[src/rtl/bfc_pkg.sv]
package bfc_pkg;
  typedef enum logic [1:0] {
    FS_ACTIVE  = 2'd0,
    FS_PASSIVE = 2'd1,
    FS_BUSOFF  = 2'd2
  } fault_state_e;
endpackage

[src/rtl/bfc_err_cnt.sv]
module bfc_err_cnt #(
  parameter int unsigned W        = 8,
  parameter int unsigned STEP     = 1,
  parameter bit          SATURATE = 1'b1
) (
  input  logic         clk,
  input  logic         rst_n,
  input  logic         inc_i,
  input  logic         dec_i,
  input  logic         hold_i,
  input  logic         load_i,
  input  logic [W-1:0] load_val_i,
  output logic [W-1:0] cnt_o,
  output logic [W-1:0] nxt_o,
  output logic         over_o
);
  localparam logic [W-1:0] MAXV  = '1;
  localparam logic [W:0]   STEPV = (W+1)'(STEP);

  logic [W-1:0] cnt_q;
  logic [W:0]   sum;
  logic [W-1:0] over_val;
  logic         en;

  assign sum    = {1'b0, cnt_q} + STEPV;
  assign over_o = inc_i & sum[W];

  generate
    if (SATURATE) begin : g_sat
      assign over_val = MAXV;
    end else begin : g_wrap
      assign over_val = sum[W-1:0];
    end
  endgenerate

  always_comb begin
    nxt_o = cnt_q;
    if (load_i)                     nxt_o = load_val_i;
    else if (hold_i)                nxt_o = cnt_q;
    else if (inc_i)                 nxt_o = over_o ? over_val : sum[W-1:0];
    else if (dec_i && cnt_q != '0)  nxt_o = cnt_q - 1'b1;
  end

  assign en = load_i | (~hold_i & (inc_i | dec_i));

  always_ff @(posedge clk or negedge rst_n) begin
    if (!rst_n)  cnt_q <= '0;
    else if (en) cnt_q <= nxt_o;
  end

  assign cnt_o = cnt_q;

  // a saturating counter never wraps past its top
  a_r3_no_wrap: assert property (@(posedge clk) disable iff (!rst_n)
    (SATURATE && cnt_q == MAXV && inc_i && !hold_i && !load_i) |=> (cnt_o == MAXV));
  // a decrement at zero stays at zero
  a_r2_floor: assert property (@(posedge clk) disable iff (!rst_n)
    (cnt_q == '0 && dec_i && !inc_i && !hold_i && !load_i) |=> (cnt_o == '0));
endmodule

[src/rtl/bfc_status.sv]
module bfc_status #(
  parameter int unsigned W        = 8,
  parameter int unsigned PASS_LIM = 127
) (
  input  logic         clk,
  input  logic         rst_n,
  input  logic [W-1:0] tec_nxt_i,
  input  logic [W-1:0] rec_nxt_i,
  input  logic [W-1:0] lim_nxt_i,
  input  logic         busoff_nxt_i,
  input  logic         busoff_q_i,
  output logic         warn_o,
  output logic         passive_o,
  output logic         warn_irq_o,
  output logic         pass_irq_o
);
  localparam logic [W-1:0] PLIM = W'(PASS_LIM);

  logic warn_q, warn_n, pass_q, pass_n, wirq_q, wirq_n, pirq_q, pirq_n;

  always_comb begin
    warn_n = (tec_nxt_i >= lim_nxt_i) | (rec_nxt_i >= lim_nxt_i);
    pass_n = (tec_nxt_i > PLIM) | (rec_nxt_i > PLIM);
    wirq_n = (warn_n != warn_q) | (busoff_nxt_i != busoff_q_i);
    pirq_n = (pass_n != pass_q);
  end

  always_ff @(posedge clk or negedge rst_n) begin
    if (!rst_n) begin
      warn_q <= 1'b0;
      pass_q <= 1'b0;
      wirq_q <= 1'b0;
      pirq_q <= 1'b0;
    end else begin
      warn_q <= warn_n;
      pass_q <= pass_n;
      wirq_q <= wirq_n;
      pirq_q <= pirq_n;
    end
  end

  assign warn_o     = warn_q;
  assign passive_o  = pass_q;
  assign warn_irq_o = wirq_q;
  assign pass_irq_o = pirq_q;

  // every change of the passive bit comes with a passive interrupt
  a_r6_pass_irq: assert property (@(posedge clk) disable iff (!rst_n)
    !$stable(pass_q) |-> pirq_q);
  // every change of the warning bit comes with a warning interrupt
  a_r7_warn_irq: assert property (@(posedge clk) disable iff (!rst_n)
    !$stable(warn_q) |-> wirq_q);
endmodule

[src/rtl/bus_fault_ctl.sv]
module bus_fault_ctl #(
  parameter int unsigned CNT_W      = 8,
  parameter int unsigned TX_STEP    = 8,
  parameter int unsigned RX_STEP    = 1,
  parameter int unsigned PASS_LIM   = 127,
  parameter int unsigned WARN_RESET = 96
) (
  input  logic             clk,
  input  logic             rst_n,
  input  logic             tx_err_i,
  input  logic             rx_err_i,
  input  logic             tx_ok_i,
  input  logic             rx_ok_i,
  input  logic             recover_i,
  input  logic             mode_set_i,
  input  logic             mode_clr_i,
  input  logic             lim_we_i,
  input  logic [CNT_W-1:0] lim_wdata_i,
  output logic [CNT_W-1:0] tec_o,
  output logic [CNT_W-1:0] rec_o,
  output logic [CNT_W-1:0] lim_o,
  output logic             reset_mode_o,
  output logic             warn_o,
  output logic             passive_o,
  output logic             busoff_o,
  output logic [1:0]       state_o,
  output logic             warn_irq_o,
  output logic             pass_irq_o
);
  import bfc_pkg::*;

  localparam logic [CNT_W-1:0] LIM_RST  = CNT_W'(WARN_RESET);
  localparam logic [CNT_W-1:0] TEC_BOFF = CNT_W'(PASS_LIM);

  // asynchronous assert, synchronous release
  logic [1:0] rst_sync_q;
  logic       rst_ni;
  always_ff @(posedge clk or negedge rst_n) begin
    if (!rst_n) rst_sync_q <= 2'b00;
    else        rst_sync_q <= {rst_sync_q[0], 1'b1};
  end
  assign rst_ni = rst_sync_q[1];

  logic             busoff_q, busoff_n, mode_q, mode_n;
  logic [CNT_W-1:0] lim_q, lim_n;
  logic             lim_en, tec_over, enter_boff, leave_boff;
  logic             tec_load;
  logic [CNT_W-1:0] tec_load_val, tec_nxt, rec_nxt;
  logic             rec_over_unused;

  assign enter_boff   = ~busoff_q & tx_err_i & tec_over;
  assign leave_boff   = busoff_q & recover_i;
  assign tec_load     = enter_boff | leave_boff;
  assign tec_load_val = enter_boff ? TEC_BOFF : '0;

  bfc_err_cnt #(.W(CNT_W), .STEP(TX_STEP), .SATURATE(1'b0)) u_tec (
    .clk(clk), .rst_n(rst_ni),
    .inc_i(tx_err_i), .dec_i(tx_ok_i), .hold_i(busoff_q),
    .load_i(tec_load), .load_val_i(tec_load_val),
    .cnt_o(tec_o), .nxt_o(tec_nxt), .over_o(tec_over)
  );

  bfc_err_cnt #(.W(CNT_W), .STEP(RX_STEP), .SATURATE(1'b1)) u_rec (
    .clk(clk), .rst_n(rst_ni),
    .inc_i(rx_err_i), .dec_i(rx_ok_i), .hold_i(busoff_q),
    .load_i(enter_boff), .load_val_i('0),
    .cnt_o(rec_o), .nxt_o(rec_nxt), .over_o(rec_over_unused)
  );

  always_comb begin
    busoff_n = busoff_q;
    if (enter_boff)      busoff_n = 1'b1;
    else if (leave_boff) busoff_n = 1'b0;

    mode_n = mode_q;
    if (enter_boff || mode_set_i) mode_n = 1'b1;
    else if (mode_clr_i)          mode_n = 1'b0;

    lim_en = lim_we_i & mode_q;
    lim_n  = lim_en ? lim_wdata_i : lim_q;
  end

  always_ff @(posedge clk or negedge rst_ni) begin
    if (!rst_ni) begin
      busoff_q <= 1'b0;
      mode_q   <= 1'b1;
      lim_q    <= LIM_RST;
    end else begin
      busoff_q <= busoff_n;
      mode_q   <= mode_n;
      if (lim_en) lim_q <= lim_n;
    end
  end

  bfc_status #(.W(CNT_W), .PASS_LIM(PASS_LIM)) u_status (
    .clk(clk), .rst_n(rst_ni),
    .tec_nxt_i(tec_nxt), .rec_nxt_i(rec_nxt), .lim_nxt_i(lim_n),
    .busoff_nxt_i(busoff_n), .busoff_q_i(busoff_q),
    .warn_o(warn_o), .passive_o(passive_o),
    .warn_irq_o(warn_irq_o), .pass_irq_o(pass_irq_o)
  );

  fault_state_e st;
  always_comb begin
    if (busoff_q)       st = FS_BUSOFF;
    else if (passive_o) st = FS_PASSIVE;
    else                st = FS_ACTIVE;
  end

  assign state_o      = st;
  assign busoff_o     = busoff_q;
  assign reset_mode_o = mode_q;
  assign lim_o        = lim_q;

  // bus-off entry loads the fixed counter values and reset mode
  a_r8_boff_entry: assert property (@(posedge clk) disable iff (!rst_ni)
    $rose(busoff_q) |-> (tec_o == TEC_BOFF && rec_o == '0 && mode_q));
  // counters frozen while bus-off lasts
  a_r9_frozen: assert property (@(posedge clk) disable iff (!rst_ni)
    (busoff_q && !recover_i) |=> ($stable(tec_o) && $stable(rec_o)));
  // limit locked outside reset mode
  a_r5_lim_locked: assert property (@(posedge clk) disable iff (!rst_ni)
    (!mode_q && lim_we_i) |=> $stable(lim_o));
  // warning bit agrees with counters and limit
  a_r4_warn_match: assert property (@(posedge clk) disable iff (!rst_ni)
    warn_o == ((tec_o >= lim_o) || (rec_o >= lim_o)));
endmodule

[config.mk]
export PLATFORM = sky130hd
export DESIGN_NAME = bus_fault_ctl
export DESIGN_NICKNAME = d
export VERILOG_FILES = /design/src/rtl/bfc_pkg.sv /design/src/rtl/bfc_err_cnt.sv /design/src/rtl/bfc_status.sv /design/src/rtl/bus_fault_ctl.sv
export SDC_FILE = /design/constraint.sdc
export NUM_CORES = 1
export LEC_CHECK = 0
export CORE_ASPECT_RATIO = 1.5
export CORE_UTILIZATION = 40
export CTS_CLUSTER_SIZE = 40
export DETAILED_ROUTE_END_ITERATION = 8
export PLACE_DENSITY = 0.7
export SYNTH_ARGS = -nofsm -noshare
export SYNTH_HDL_FRONTEND = slang
export SYNTH_SLANG_ARGS = --single-unit
[constraint.sdc]
create_clock -name clk -period 1.5 [get_ports clk]
set_clock_uncertainty 0.2 [all_clocks]
set_input_delay 0.225 -clock clk [delete_from_list [all_inputs] [get_ports clk]]
set_output_delay 0.225 -clock clk [all_outputs]
set_load 0.1 [all_outputs]
==> metrics <==
outcome=complete, but fails checks; failing checks=setup timing; initial antenna violation count=0; die height=97.1 um; first-pass GRT wire length=14000 um; Main synth FF type=dfrtp_1; DPL Wire Length=6070 um; drt drc=0; Filler cells=approximately 300; GRT busiest layer=met2; RSZ-0062 raised after global routing=yes; final WL=9610 um; row count=34; Leakage Power=2.20 nW; part of the cycle the worst path needs=228%; DR pass1 iterations=8; PD cells=between 2000 and 2500 mW/mm^2; die area=0.00636 sq mm; TritonCTS clock tree=yes; pin count of the biggest net entering global routing=31; most common library cells after synthesis=29 x dfrtp_1, 22 x ha_1, 20 x nand2_1; Via Count=between 2000 and 3000; CTS buffer count=5; GRT Resource Usage Total=28.9%; clock group share of total power=under 10%; leading area contributor after synthesis=dfrtp_1; CTS sink cnt=32; final net count=between 400 and 500; vias in the first global route=2885; GRT met1 Usage=a little under a third; Synthesized Nets=298; Sw Share=51.1%; Setup crit start=u_tec.cnt_o[0]; TNS Setup=-17.13 ns; CP required=1.47 ns; io pins=50; Iter 0 DRT Violations=222; non-filler cells, final=497; GR Util met2=53.5%; RD Place Congestion=0.860; syn avg cell area=9.35 sq um; Clock transition at path regs=0.07 ns; Antenna Nets Post-Route=0; crit path DAT=3.38 ns; # diodes=0; critical path peak fanout=3; Top Family by Delay on Critical Path=simple AND/OR/NAND/NOR gates; CP Buf/Inv Count=1; fraction of layout cells with a size suffix above 1=59.8%; Seq cells post-synth=32; post-synthesis sequential area ratio=33.3%; htree depth=2; Core Box Area=0.00583 sq mm; Die Wd=65.4 um; clock tree buffer depth=2; internal power=roughly 0.0054 W; worst setup margin=-1.91 ns; Post-Place Cell Area=0.00422 sq mm; final slew viol count=0; Synth Cell Area=roughly 0.0024 sq mm; met3 GRT Util=between 2 and 2.5%; Logic pwr share=around four fifths; Congestion Overflow GR=0; Post-synth EDFFs=0; CTS root buffer=clkbuf_8; WS Path Type=register to register; Setup crit end kind=register; worst r2r src=u_tec.cnt_o[0]; Synth cell types=62; fmax=293 MHz; I/O Buffers=49; Critical Path Source Type=register; Cell Chain, Critical Path=buf_6 > or4b_4 > a21oi_4 > nor2_2 > nor3_2 > xnor2_1 > a21boi_1 > ha_1 > a21o_1 > a21oi_2 > nor2b_1 > a2111oi_4 > and4_1 > o211ai_1; final setup fails=37; post-route cell area=0.00477 sq mm; Area Growth Syn to Fin=97.7%; vias per cell=5.81; Routed WL per cell=19.3 um; fin util=81.9%; initial core utilization=41.4%; slowest CP cell=or4b_4; largest cells by area after synthesis=dfrtp_1 30%, ha_1 11%, mux2_2 4.7%; top-count cell post-synth=dfrtp_1; MaxCap Viol Count=0; VDD IR-drop max=1.48 mV; sequential share of power=about 15%; Syn Inst Count=roughly 260; Final min period=3.41 ns; CP max stage delay=0.54 ns; ys async rst share=100%; Clk Latency, worst-skew pair=0.29 ns; post-synth top area share=30.1%; worst hold path type=register to async pin; Post-Place Cells=between 400 and 500; Ys Warns=0; Fin. Hold Viols=0; P_sw=about 0.0056 W
## placed cells by master, fill, tap and decap left out, types with 3 or more instances in the layout
cell | synthesis | layout
a211oi_1 | 6 | 3
a21o_1 | 3 | 3
a21oi_1 | 16 | 6
a21oi_2 | 0 | 7
a21oi_4 | 0 | 3
buf_12 | 0 | 34
buf_4 | 2 | 87
buf_6 | 5 | 31
clkbuf_8 | 1 | 5
clkdlybuf4s50_1 | 0 | 16
dfrtp_1 | 29 | 11
dfrtp_2 | 0 | 8
dfrtp_4 | 0 | 10
ha_1 | 22 | 20
inv_1 | 19 | 17
mux2_2 | 10 | 8
mux2_4 | 1 | 3
mux2i_1 | 5 | 4
nand2_1 | 20 | 14
nand2_4 | 0 | 3
nand3_1 | 8 | 7
nand4_1 | 3 | 3
nor2_1 | 17 | 14
nor2_2 | 0 | 3
nor2b_1 | 6 | 4
nor3_2 | 2 | 3
nor3_4 | 0 | 3
o211ai_1 | 4 | 4
o21ai_0 | 9 | 7
o21ai_1 | 4 | 3
o21ai_2 | 1 | 4
xnor2_1 | 3 | 3
## final cells by class
class,instances,area [sq um],area share (%)
Timing Repair Buffer,171,1880,39.3
Multi-Input combinational cell,195,1790,37.6
Sequential cell,32,856,17.9
Tap cell,72,90.1,1.89
Clock buffer,7,76.3,1.60
Inverter,19,73.8,1.55
Clock inverter,1,5.00,0.105
## kinds of logic after synthesis
| family | Yosys count | synth area share, % |
|---|---|---|
| other cells | 1 | 0.155 |
| mux | 16 | 7.36 |
| flops | 32 | 33.3 |
| simple gates | 87 | 20.9 |
| xor+xnor | 5 | 2.13 |
| fa+ha+maj | 22 | 11.4 |
| compound gates | 64 | 17.6 |
| buf+inv | 31 | 7.10 |
## path summary, 6_finish.rpt
check                                      endpoint  slack, ns  depth (start not counted)
worst max-delay path            u_status.warn_irq_o      -1.91                         14
worst min-delay path                       lim_o[0]       0.06                          1
worst max register to register  u_status.warn_irq_o      -1.91                         14
worst min register to register             lim_o[0]       0.06                          1
max in group asynchronous             rst_sync_q[1]       0.54                          2
min in group clk                      rst_sync_q[1]       0.16                          0
## power by group through the flow
stage	clock network (W)	logic (W)	registers (W)
6_report	0.000665	0.00872	0.00164
5_1_grt	0.000707	0.00910	0.00166
4_1_cts	0.000658	0.00812	0.00162
3_5_place_dp	0	0.00762	0.00161
3_3_place_gp	0	0.00749	0.00159
2_1_floorplan	0	0.00228	0.00379
## state kept, by name, indices dropped and copies added (netlist names)
signal               count
u_tec.cnt_o              8
u_status.passive_o       1
busoff_o                 1
u_status.warn_o          1
u_status.warn_irq_o      1
u_rec.cnt_o              8
lim_o                    8
reset_mode_o             1
rst_sync_q               2
u_status.pass_irq_o      1
## stage by stage
step	total power (W)	setup slack, ns	hold slack, ns
2_1_floorplan	0.00607	-1.76	-0.271
4_1_cts	0.0104	-1.90	0.0737
6_report	0.0110	-1.91	0.0551
5_1_grt	0.0115	-2.05	0.0992
3_5_place_dp	0.00923	-1.96	0.0726
3_3_place_gp	0.00907	-1.82	0.0669
## routing by layer
layer | vias up | wire, um
met5 | - | 0
met4 | 0 | 594
met3 | 56 | 456
met2 | 160 | 5350
met1 | 1401 | 3210
li1 | 1269 | -
## what timing repair did
item	CTS	global route
endpoints found under the setup margin	36	39
hold buffers	1	0
buffers inserted	10	13
pin swaps	9	11
hold endpoints to repair	2	0
resized for setup	51	30
No activity file was read; power rests on OpenSTA's default activity.
